[src/rtl/adc_ct_pkg.sv]
package adc_ct_pkg;

  localparam int DIV_W = 4;

  typedef enum logic [1:0] {
    RNG_NORM_A = 2'b00,
    RNG_NORM_B = 2'b01,
    RNG_LOWV   = 2'b10,
    RNG_BAD    = 2'b11
  } range_e;

  function automatic logic [DIV_W-1:0] sel_to_div(input logic [2:0] sel);
    logic [DIV_W-1:0] d;
    case (sel)
      3'd0:    d = 4'd12;
      3'd1:    d = 4'd8;
      3'd2:    d = 4'd6;
      3'd3:    d = 4'd5;
      3'd4:    d = 4'd4;
      3'd5:    d = 4'd3;
      3'd6:    d = 4'd2;
      default: d = 4'd1;
    endcase
    return d;
  endfunction

  function automatic logic range_boosted(input range_e r);
    return (r == RNG_NORM_B) || (r == RNG_LOWV);
  endfunction

endpackage

[src/rtl/adc_ct_stab.sv]
module adc_ct_stab #(
  parameter int STAB_CYC = 2500
) (
  input  logic clk,
  input  logic rst_n,
  input  logic boost_en_i,
  output logic ready_o
);
  localparam int CNT_W = (STAB_CYC < 2) ? 1 : $clog2(STAB_CYC);
  localparam logic [CNT_W-1:0] LAST = CNT_W'(STAB_CYC - 1);
  localparam logic [CNT_W-1:0] ONE  = CNT_W'(1);

  logic [CNT_W-1:0] cnt_q, cnt_d;
  logic             rdy_q, rdy_d;

  always_comb begin
    cnt_d = cnt_q;
    rdy_d = rdy_q;
    if (!boost_en_i) begin
      cnt_d = '0;
      rdy_d = 1'b0;
    end else if (!rdy_q) begin
      if (cnt_q == LAST) rdy_d = 1'b1;
      else               cnt_d = cnt_q + ONE;
    end
  end

  always_ff @(posedge clk or negedge rst_n) begin
    if (!rst_n) begin
      cnt_q <= '0;
      rdy_q <= 1'b0;
    end else begin
      cnt_q <= cnt_d;
      rdy_q <= rdy_d;
    end
  end

  assign ready_o = rdy_q;
endmodule

[src/rtl/adc_ct_presc.sv]
module adc_ct_presc #(
  parameter int DIV_W = 4
) (
  input  logic             clk,
  input  logic             rst_n,
  input  logic             run_i,
  input  logic             restart_i,
  input  logic [DIV_W-1:0] div_i,
  output logic             tick_o
);
  localparam logic [DIV_W-1:0] ONE = DIV_W'(1);

  logic [DIV_W-1:0] cnt_q, cnt_d;
  logic             tick;

  assign tick = run_i && (cnt_q == (div_i - ONE));

  always_comb begin
    cnt_d = cnt_q;
    if (restart_i)  cnt_d = '0;
    else if (run_i) cnt_d = tick ? '0 : (cnt_q + ONE);
  end

  always_ff @(posedge clk or negedge rst_n) begin
    if (!rst_n) cnt_q <= '0;
    else        cnt_q <= cnt_d;
  end

  assign tick_o = tick;
endmodule

[src/rtl/adc_ct_seq.sv]
module adc_ct_seq #(
  parameter int LEN_W = 5
) (
  input  logic             clk,
  input  logic             rst_n,
  input  logic             accept_i,
  input  logic             tick_i,
  input  logic [LEN_W-1:0] len_i,
  output logic             busy_o,
  output logic             last_o
);
  localparam logic [LEN_W-1:0] ONE = LEN_W'(1);

  logic [LEN_W-1:0] per_q, per_d;
  logic [LEN_W-1:0] len_q, len_d;
  logic             busy_q, busy_d;
  logic             last;

  assign last = busy_q && tick_i && (per_q == (len_q - ONE));

  always_comb begin
    per_d  = per_q;
    len_d  = len_q;
    busy_d = busy_q;
    if (accept_i) begin
      per_d  = '0;
      len_d  = len_i;
      busy_d = 1'b1;
    end else if (last) begin
      busy_d = 1'b0;
      per_d  = '0;
    end else if (busy_q && tick_i) begin
      per_d = per_q + ONE;
    end
  end

  always_ff @(posedge clk or negedge rst_n) begin
    if (!rst_n) begin
      per_q  <= '0;
      len_q  <= '0;
      busy_q <= 1'b0;
    end else begin
      per_q  <= per_d;
      len_q  <= len_d;
      busy_q <= busy_d;
    end
  end

  assign busy_o = busy_q;
  assign last_o = last;
endmodule

[src/rtl/adc_conv_timer.sv]
module adc_conv_timer
  import adc_ct_pkg::*;
#(
  parameter int unsigned SYS_CLK_HZ   = 250_000_000,
  parameter int unsigned STAB_NS      = 10_000,
  parameter int          NORM_PERIODS = 20,
  parameter int          LOWV_PERIODS = 25
) (
  input  logic       clk,
  input  logic       rst_n,
  input  logic [4:0] mode_i,
  input  logic       boost_en_i,
  input  logic       start_i,
  input  logic       rej_clr_i,
  output logic       conv_clk_en_o,
  output logic       busy_o,
  output logic       eoc_o,
  output logic       illegal_o,
  output logic       rej_o
);
  localparam longint STAB_RAW =
    (longint'(SYS_CLK_HZ) * longint'(STAB_NS) + 64'sd999_999_999) / 64'sd1_000_000_000;
  localparam int STAB_CYC = (STAB_RAW < 1) ? 1 : int'(STAB_RAW);
  localparam int MAX_LEN  = (NORM_PERIODS > LOWV_PERIODS) ? NORM_PERIODS : LOWV_PERIODS;
  localparam int LEN_W    = $clog2(MAX_LEN + 1);

  range_e           rng;
  logic [2:0]       sel;
  logic             stab_ready;
  logic             busy;
  logic             tick;
  logic             last;
  logic             boost_ok;
  logic             accept;
  logic [LEN_W-1:0] len_sel;
  logic [DIV_W-1:0] div_q, div_d;
  logic             rej_q, rej_d;

  assign rng = range_e'(mode_i[1:0]);
  assign sel = mode_i[4:2];

  adc_ct_stab #(.STAB_CYC(STAB_CYC)) u_stab (
    .clk        (clk),
    .rst_n      (rst_n),
    .boost_en_i (boost_en_i),
    .ready_o    (stab_ready)
  );

  assign boost_ok = !range_boosted(rng) || (boost_en_i && stab_ready);
  assign accept   = start_i && !busy && (rng != RNG_BAD) && boost_ok;
  assign len_sel  = (rng == RNG_LOWV) ? LEN_W'(LOWV_PERIODS) : LEN_W'(NORM_PERIODS);

  // captured divisor: held for the whole conversion
  always_comb begin
    div_d = div_q;
    if (accept) div_d = sel_to_div(sel);
  end

  always_comb begin
    rej_d = rej_q;
    if (rej_clr_i)              rej_d = 1'b0;
    if (start_i && !accept)     rej_d = 1'b1;
  end

  always_ff @(posedge clk or negedge rst_n) begin
    if (!rst_n) begin
      div_q <= DIV_W'(1);
      rej_q <= 1'b0;
    end else begin
      div_q <= div_d;
      rej_q <= rej_d;
    end
  end

  adc_ct_presc #(.DIV_W(DIV_W)) u_presc (
    .clk       (clk),
    .rst_n     (rst_n),
    .run_i     (busy),
    .restart_i (accept),
    .div_i     (div_q),
    .tick_o    (tick)
  );

  adc_ct_seq #(.LEN_W(LEN_W)) u_seq (
    .clk      (clk),
    .rst_n    (rst_n),
    .accept_i (accept),
    .tick_i   (tick),
    .len_i    (len_sel),
    .busy_o   (busy),
    .last_o   (last)
  );

  assign conv_clk_en_o = tick;
  assign busy_o        = busy;
  assign eoc_o         = last;
  assign illegal_o     = (rng == RNG_BAD);
  assign rej_o         = rej_q;
endmodule

[config.mk]
export PLATFORM = sky130hd
export DESIGN_NAME = adc_conv_timer
export DESIGN_NICKNAME = d
export VERILOG_FILES = /design/src/rtl/adc_ct_pkg.sv /design/src/rtl/adc_ct_stab.sv /design/src/rtl/adc_ct_presc.sv /design/src/rtl/adc_ct_seq.sv /design/src/rtl/adc_conv_timer.sv
export SDC_FILE = /design/constraint.sdc
export NUM_CORES = 1
export LEC_CHECK = 0
export ABC_AREA = 0
export BUFFER_PORTS_ARGS = -buffer_cell sky130_fd_sc_hd__buf_4
export CORE_MARGIN = 2
export CORE_UTILIZATION = 41
export DETAILED_ROUTE_END_ITERATION = 16
export GPL_ROUTABILITY_DRIVEN = 0
export PLACE_DENSITY = 0.57
export SYNTH_ARGS = -nofsm -noshare
export SYNTH_HDL_FRONTEND = slang
export SYNTH_SLANG_ARGS = --single-unit
[constraint.sdc]
create_clock -name clk -period 4.8 [get_ports clk]
set_clock_uncertainty 0.1 [all_clocks]
set_input_delay 0.48 -clock clk [delete_from_list [all_inputs] [get_ports clk]]
set_output_delay 0.48 -clock clk [all_outputs]
set_load 0.01 [all_outputs]
After elaboration in Yosys (flattened, before gate mapping)
Cells that the tools add are included.
- register bits after elaboration: 33
- word-level logic and storage cells: 65
- $add $sub $neg: 5
- equality and inequality tests: 15
- multiplexer cells: 18
- reduce and logical (&&, ||, !) cells: 19
- operator list (cell ; number):
    12-bit 2-to-1 mux ; 3
    4-bit case mux with 7 select lines ; 1
    4-bit 2-to-1 mux ; 4
    5-bit 2-to-1 mux ; 3
    12-bit by 1-bit adder with 12-bit output (second input constant) ; 1
    12-bit == test (second input constant) ; 1
    3-bit == test (second input constant) ; 3
    1-bit logical AND ; 8
    1-bit 2-to-1 mux ; 7
    3-bit by 2-bit == test with 1-bit output (second input constant) ; 2
    2-bit inequality test (second input constant) ; 3
    2-bit nonzero test ; 3
    5-bit by 1-bit adder with 5-bit output (second input constant) ; 1
    5-bit == test ; 1
    5-bit by 1-bit subtractor with 5-bit output (second input constant) ; 1
    4-bit by 1-bit adder with 4-bit output (second input constant) ; 1
    2-bit == test (second input constant) ; 2
    4-bit == test ; 1
    4-bit by 1-bit subtractor with 4-bit output (second input constant) ; 1
    3-bit by 1-bit == test with 1-bit output (second input constant) ; 1
    1-bit logical NOT ; 3
    3-bit logical NOT ; 1
    3-bit nonzero test ; 1
    2-bit by 1-bit == test with 1-bit output (second input constant) ; 1
    other kinds (2) ; 3

Depth between registers and ports, before layout
- depth after elaboration: 8
- mapped depth: 7
- depth with buffers taken out: 6

By module
A second synthesis with hierarchy kept.
- cells, all modules: 186
- area total of the unflattened synthesis: 1945.6 sq um
- by module, submodules not included (module ; instances ; cells an instance ; area each (sq um) ; sequential area each (sq um)):
    adc_ct_stab ; 1 ; 65 ; 713.2 ; 325.3
    adc_ct_seq ; 1 ; 61 ; 635.6 ; 275.3
    adc_ct_presc ; 1 ; 33 ; 307.8 ; 100.1
    adc_conv_timer ; 1 ; 27 ; 289.0 ; 126.4

Worst setup path after synthesis
OpenSTA, ideal clock, no wires.
- path type: flip-flop to output port
- from: register div_q[0]
- to: output eoc_o
- arrival: 1703 ps
- setup slack: 2517 ps
- stages on the path, launching flop included: 7
- path through: dfstp_2 > inv_1 > ha_1 > xnor3_1 > nand4_1 > buf_2 > nor3_1
- word-level cells in the longest chain between the ends: 5
- ends and longest elaborated chain (what ; line ; RTL):
    start: declaration ; adc_conv_timer.sv:36 ; logic [DIV_W-1:0] div_q, div_d;
    start signal: assignment ; adc_conv_timer.sv:70 ; div_q <= div_d;
    4-bit by 1-bit subtractor with 4-bit output ; adc_ct_presc.sv:16 ; assign tick = run_i && (cnt_q == (div_i - ONE));
    4-bit == test ; adc_ct_presc.sv:16 ;
    1-bit logical AND ; adc_ct_presc.sv:16 ;
    1-bit logical AND (2 in a row) ; adc_ct_seq.sv:19 ; assign last = busy_q && tick_i && (per_q == (len_q - ONE));
    end: declaration ; adc_conv_timer.sv:17 ; output logic eoc_o,
No other way between the ends.

Final worst setup path
Same ends and word-level chain as after synthesis.

==> flow_summary_export.csv <==
group,metric,value,unit
run_status,status,"finished, final reports clean",
critical_path,cp.buffers_inverters,2,
synth,async_flop_share,100,%
drt,wl_per_cell,14.0,um
critical_path,cp-end-kind,"output pin",
die,fp.dieW,69.3,um
placed_design,place_ws,2.15,ns
timing,fmax,339,MHz
run,cap_violations,0,
timing,min_period,2.95,ns
timing,slew-limit-headroom,38.9,%
final_layout,design_area,1960,um2
drt,viasPerCell,5.49,
power_and_ir_drop,peakVddDrop,0.188,mV
synth,yosys.area.top_type_share,43.0,%
clock_network,clk_pin_slew,0.07,ns
timing,whs,0.00919,ns
die,start_util,43.0,%
critical_path,slowest_stage,"dfstp_2",
timing,fin_ws,1.85,ns
placed_design,port_buffers,14,
die,core,4060,um2
clock_network,cts_tree,"done",
timing,tightest_slew,0.911,ns
placed_design,dp_hpwl,2390,um
clock_network,cts_setup_buffers,0,
clock_network,numCtsBuffers,5,
timing,rsz0062_at_grt,"false",
timing,setup_viol,0,
synth,synth_nets,195,
critical_path,critPathRequiredTime,4.22,ns
global_routing,antenna_found_initial,0,
synth,synth_most_common_cell,"dfrtp_1",
drt,drt-initial-drc-count,64,
critical_path,path_cells,"inv_1 > ha_1 > xnor3_1 > nand4_1 > nor3_1 > buf_4",
timing,drv_slew,0,
clock_network,holdBufCountCts,0,
timing,hold_viol_final,0,
synth,syn-instance-count,177,
synth,synth.distinct_cells,44,
die,num_rows,23,
clock_network,clk_latency,0.29,ns
power_and_ir_drop,p_per_area,482,nW/um2
hold_path,hold_class,"in -> async",
critical_path,path_max_fanout,12,
drt,routed_wl,3400,um
final_layout,nFillCells,374,
critical_path,cpLargestDelayFamily,"simple AND/OR/NAND/NOR gates",
synth,yosys.area.top_type,"dfrtp_1",
critical_path,arrival,2.37,ns
final_layout,fin_util,48.4,%
final_layout,final-seq-area,777,um2
timing,timing.final.crit_share,61.5,%
synth,ys_seq_area_share,44.5,%
placed_design,placed_cell_area,1880,um2
critical_path,worstSetupPathType,"reg -> out",
timing,fin_tns_setup,0,ns
critical_path,r2r_slack,2.30,ns
synth,synth_commonest_cells,"dfrtp_1, nand2_1, nor2_1",
die,die_h,69.3,um
synth,yosysWarnings,0,
global_routing,grt_use_total,15.3,%
synth,avgSynthCellArea,9.87,um2
global_routing,overflow,0,
clock_network,ctsResizeCount,0,
critical_path,start_kind,"flop",
synth,synth_area,1750,um2
global_routing,grt_max_degree,32,
clock_network,cts.sinks,31,
final_layout,drive_gt1_share,13.5,%
power_and_ir_drop,leakage,0.000892,uW
drt,drc,0,
synth,ys_seq_elements,31,
die,die_area,4800,um2
synth,yosys-top-cells-area,"dfrtp_1, ha_1, xnor2_1, nand2_1, nor2_1",
critical_path,max_stage_delay,0.55,ns
synth,ys.flop_type,"dfrtp_1",
drt,first_pass_iters,4,
final_layout,multi_input_area,897,um2
clock_network,clk_path_buf_depth,2,
drt,vias,1333,
final_layout,design.final.nets,210,
drt,ant_nets,0,
clock_network,cts_max_level,2,
clock_network,root_buffer,"clkbuf_8",
final_layout,areaGrowthSynthToFinish,12.5,%
global_routing,grt_pass1_wl,5730,um
synth,synth_edf_count,0,
global_routing,first_global_vias,1259,
die,ios,15,
final_layout,num_antenna_cells,0,
logic make-up (layout without fill, tap and decap cells):
kind of cell,count (synthesis),count (layout),synth area share [%]
compound gates,34,34,12.9
xor+xnor,17,17,10.1
simple gates,67,67,20.8
mux,3,3,1.79
fa+ha+maj,8,8,5.73
buf+inv,17,33,4.15
flops,31,31,44.5
path summary, 6_finish.rpt:
path	start	to	cells past startpoint
max in group asynchronous	rst_n	div_q[0]	1
min	rst_n	u_seq.per_q[4]	1
max	div_q[0]	eoc_o	6
min reg2reg	u_seq.len_q[4]	u_seq.len_q[4]	1
max reg2reg	div_q[0]	u_seq.per_q[1]	6
min in group clk	rej_clr_i	rej_o	2
routing by layer:
metal,vias to the layer above,GRT usage [%],share of wire (%)
li1,661,-,-
met1,649,17.8,44
met2,15,25.6,50
met3,8,3.92,3.0
met4,0,8.50,2.5
met5,-,0,0
sequential cells by signal, summed over array words and instances (netlist names):
register / cells
div_q: 4
rej_o: 1
u_presc.cnt_q: 4
u_seq.busy_o: 1
u_seq.len_q: 3
u_seq.per_q: 5
u_stab.cnt_q: 12
u_stab.ready_o: 1
cells in the final DEF (no fill, tap or decap), types with 7 or more instances in the layout:
| cell | instances |
|---|---|
| xnor2_1 | 10 |
| nor2_1 | 15 |
| ha_1 | 8 |
| nand2_1 | 16 |
| dfrtp_1 | 30 |
| o21ai_0 | 9 |
| buf_4 | 14 |
| a21oi_1 | 7 |
| inv_1 | 11 |
power breakdown:
group / leakage [uW] / switching [uW] / internal [uW]
clock: 0.0000422 / 98.1 / 102
sequential: 0.000397 / 67.1 / 328
combinational: 0.000454 / 188 / 164
layout make-up:
type                       instances  area share [%]
clock buffer                       7            3.89
clock inverter                     1           0.255
inverter                          11            2.10
multi-input combinational        129            45.7
sequential                        31            39.6
tap                               50            3.18
timing repair buffer              14            5.35
through the flow:
step / cells / power [uW]
6_report: 243 / 947
5_1_grt: 243 / 1020
4_1_cts: 243 / 957
3_5_place_dp: 235 / 753
3_3_place_gp: 235 / 736
2_1_floorplan: 177 / 671
(Power assumes the default switching activity.)
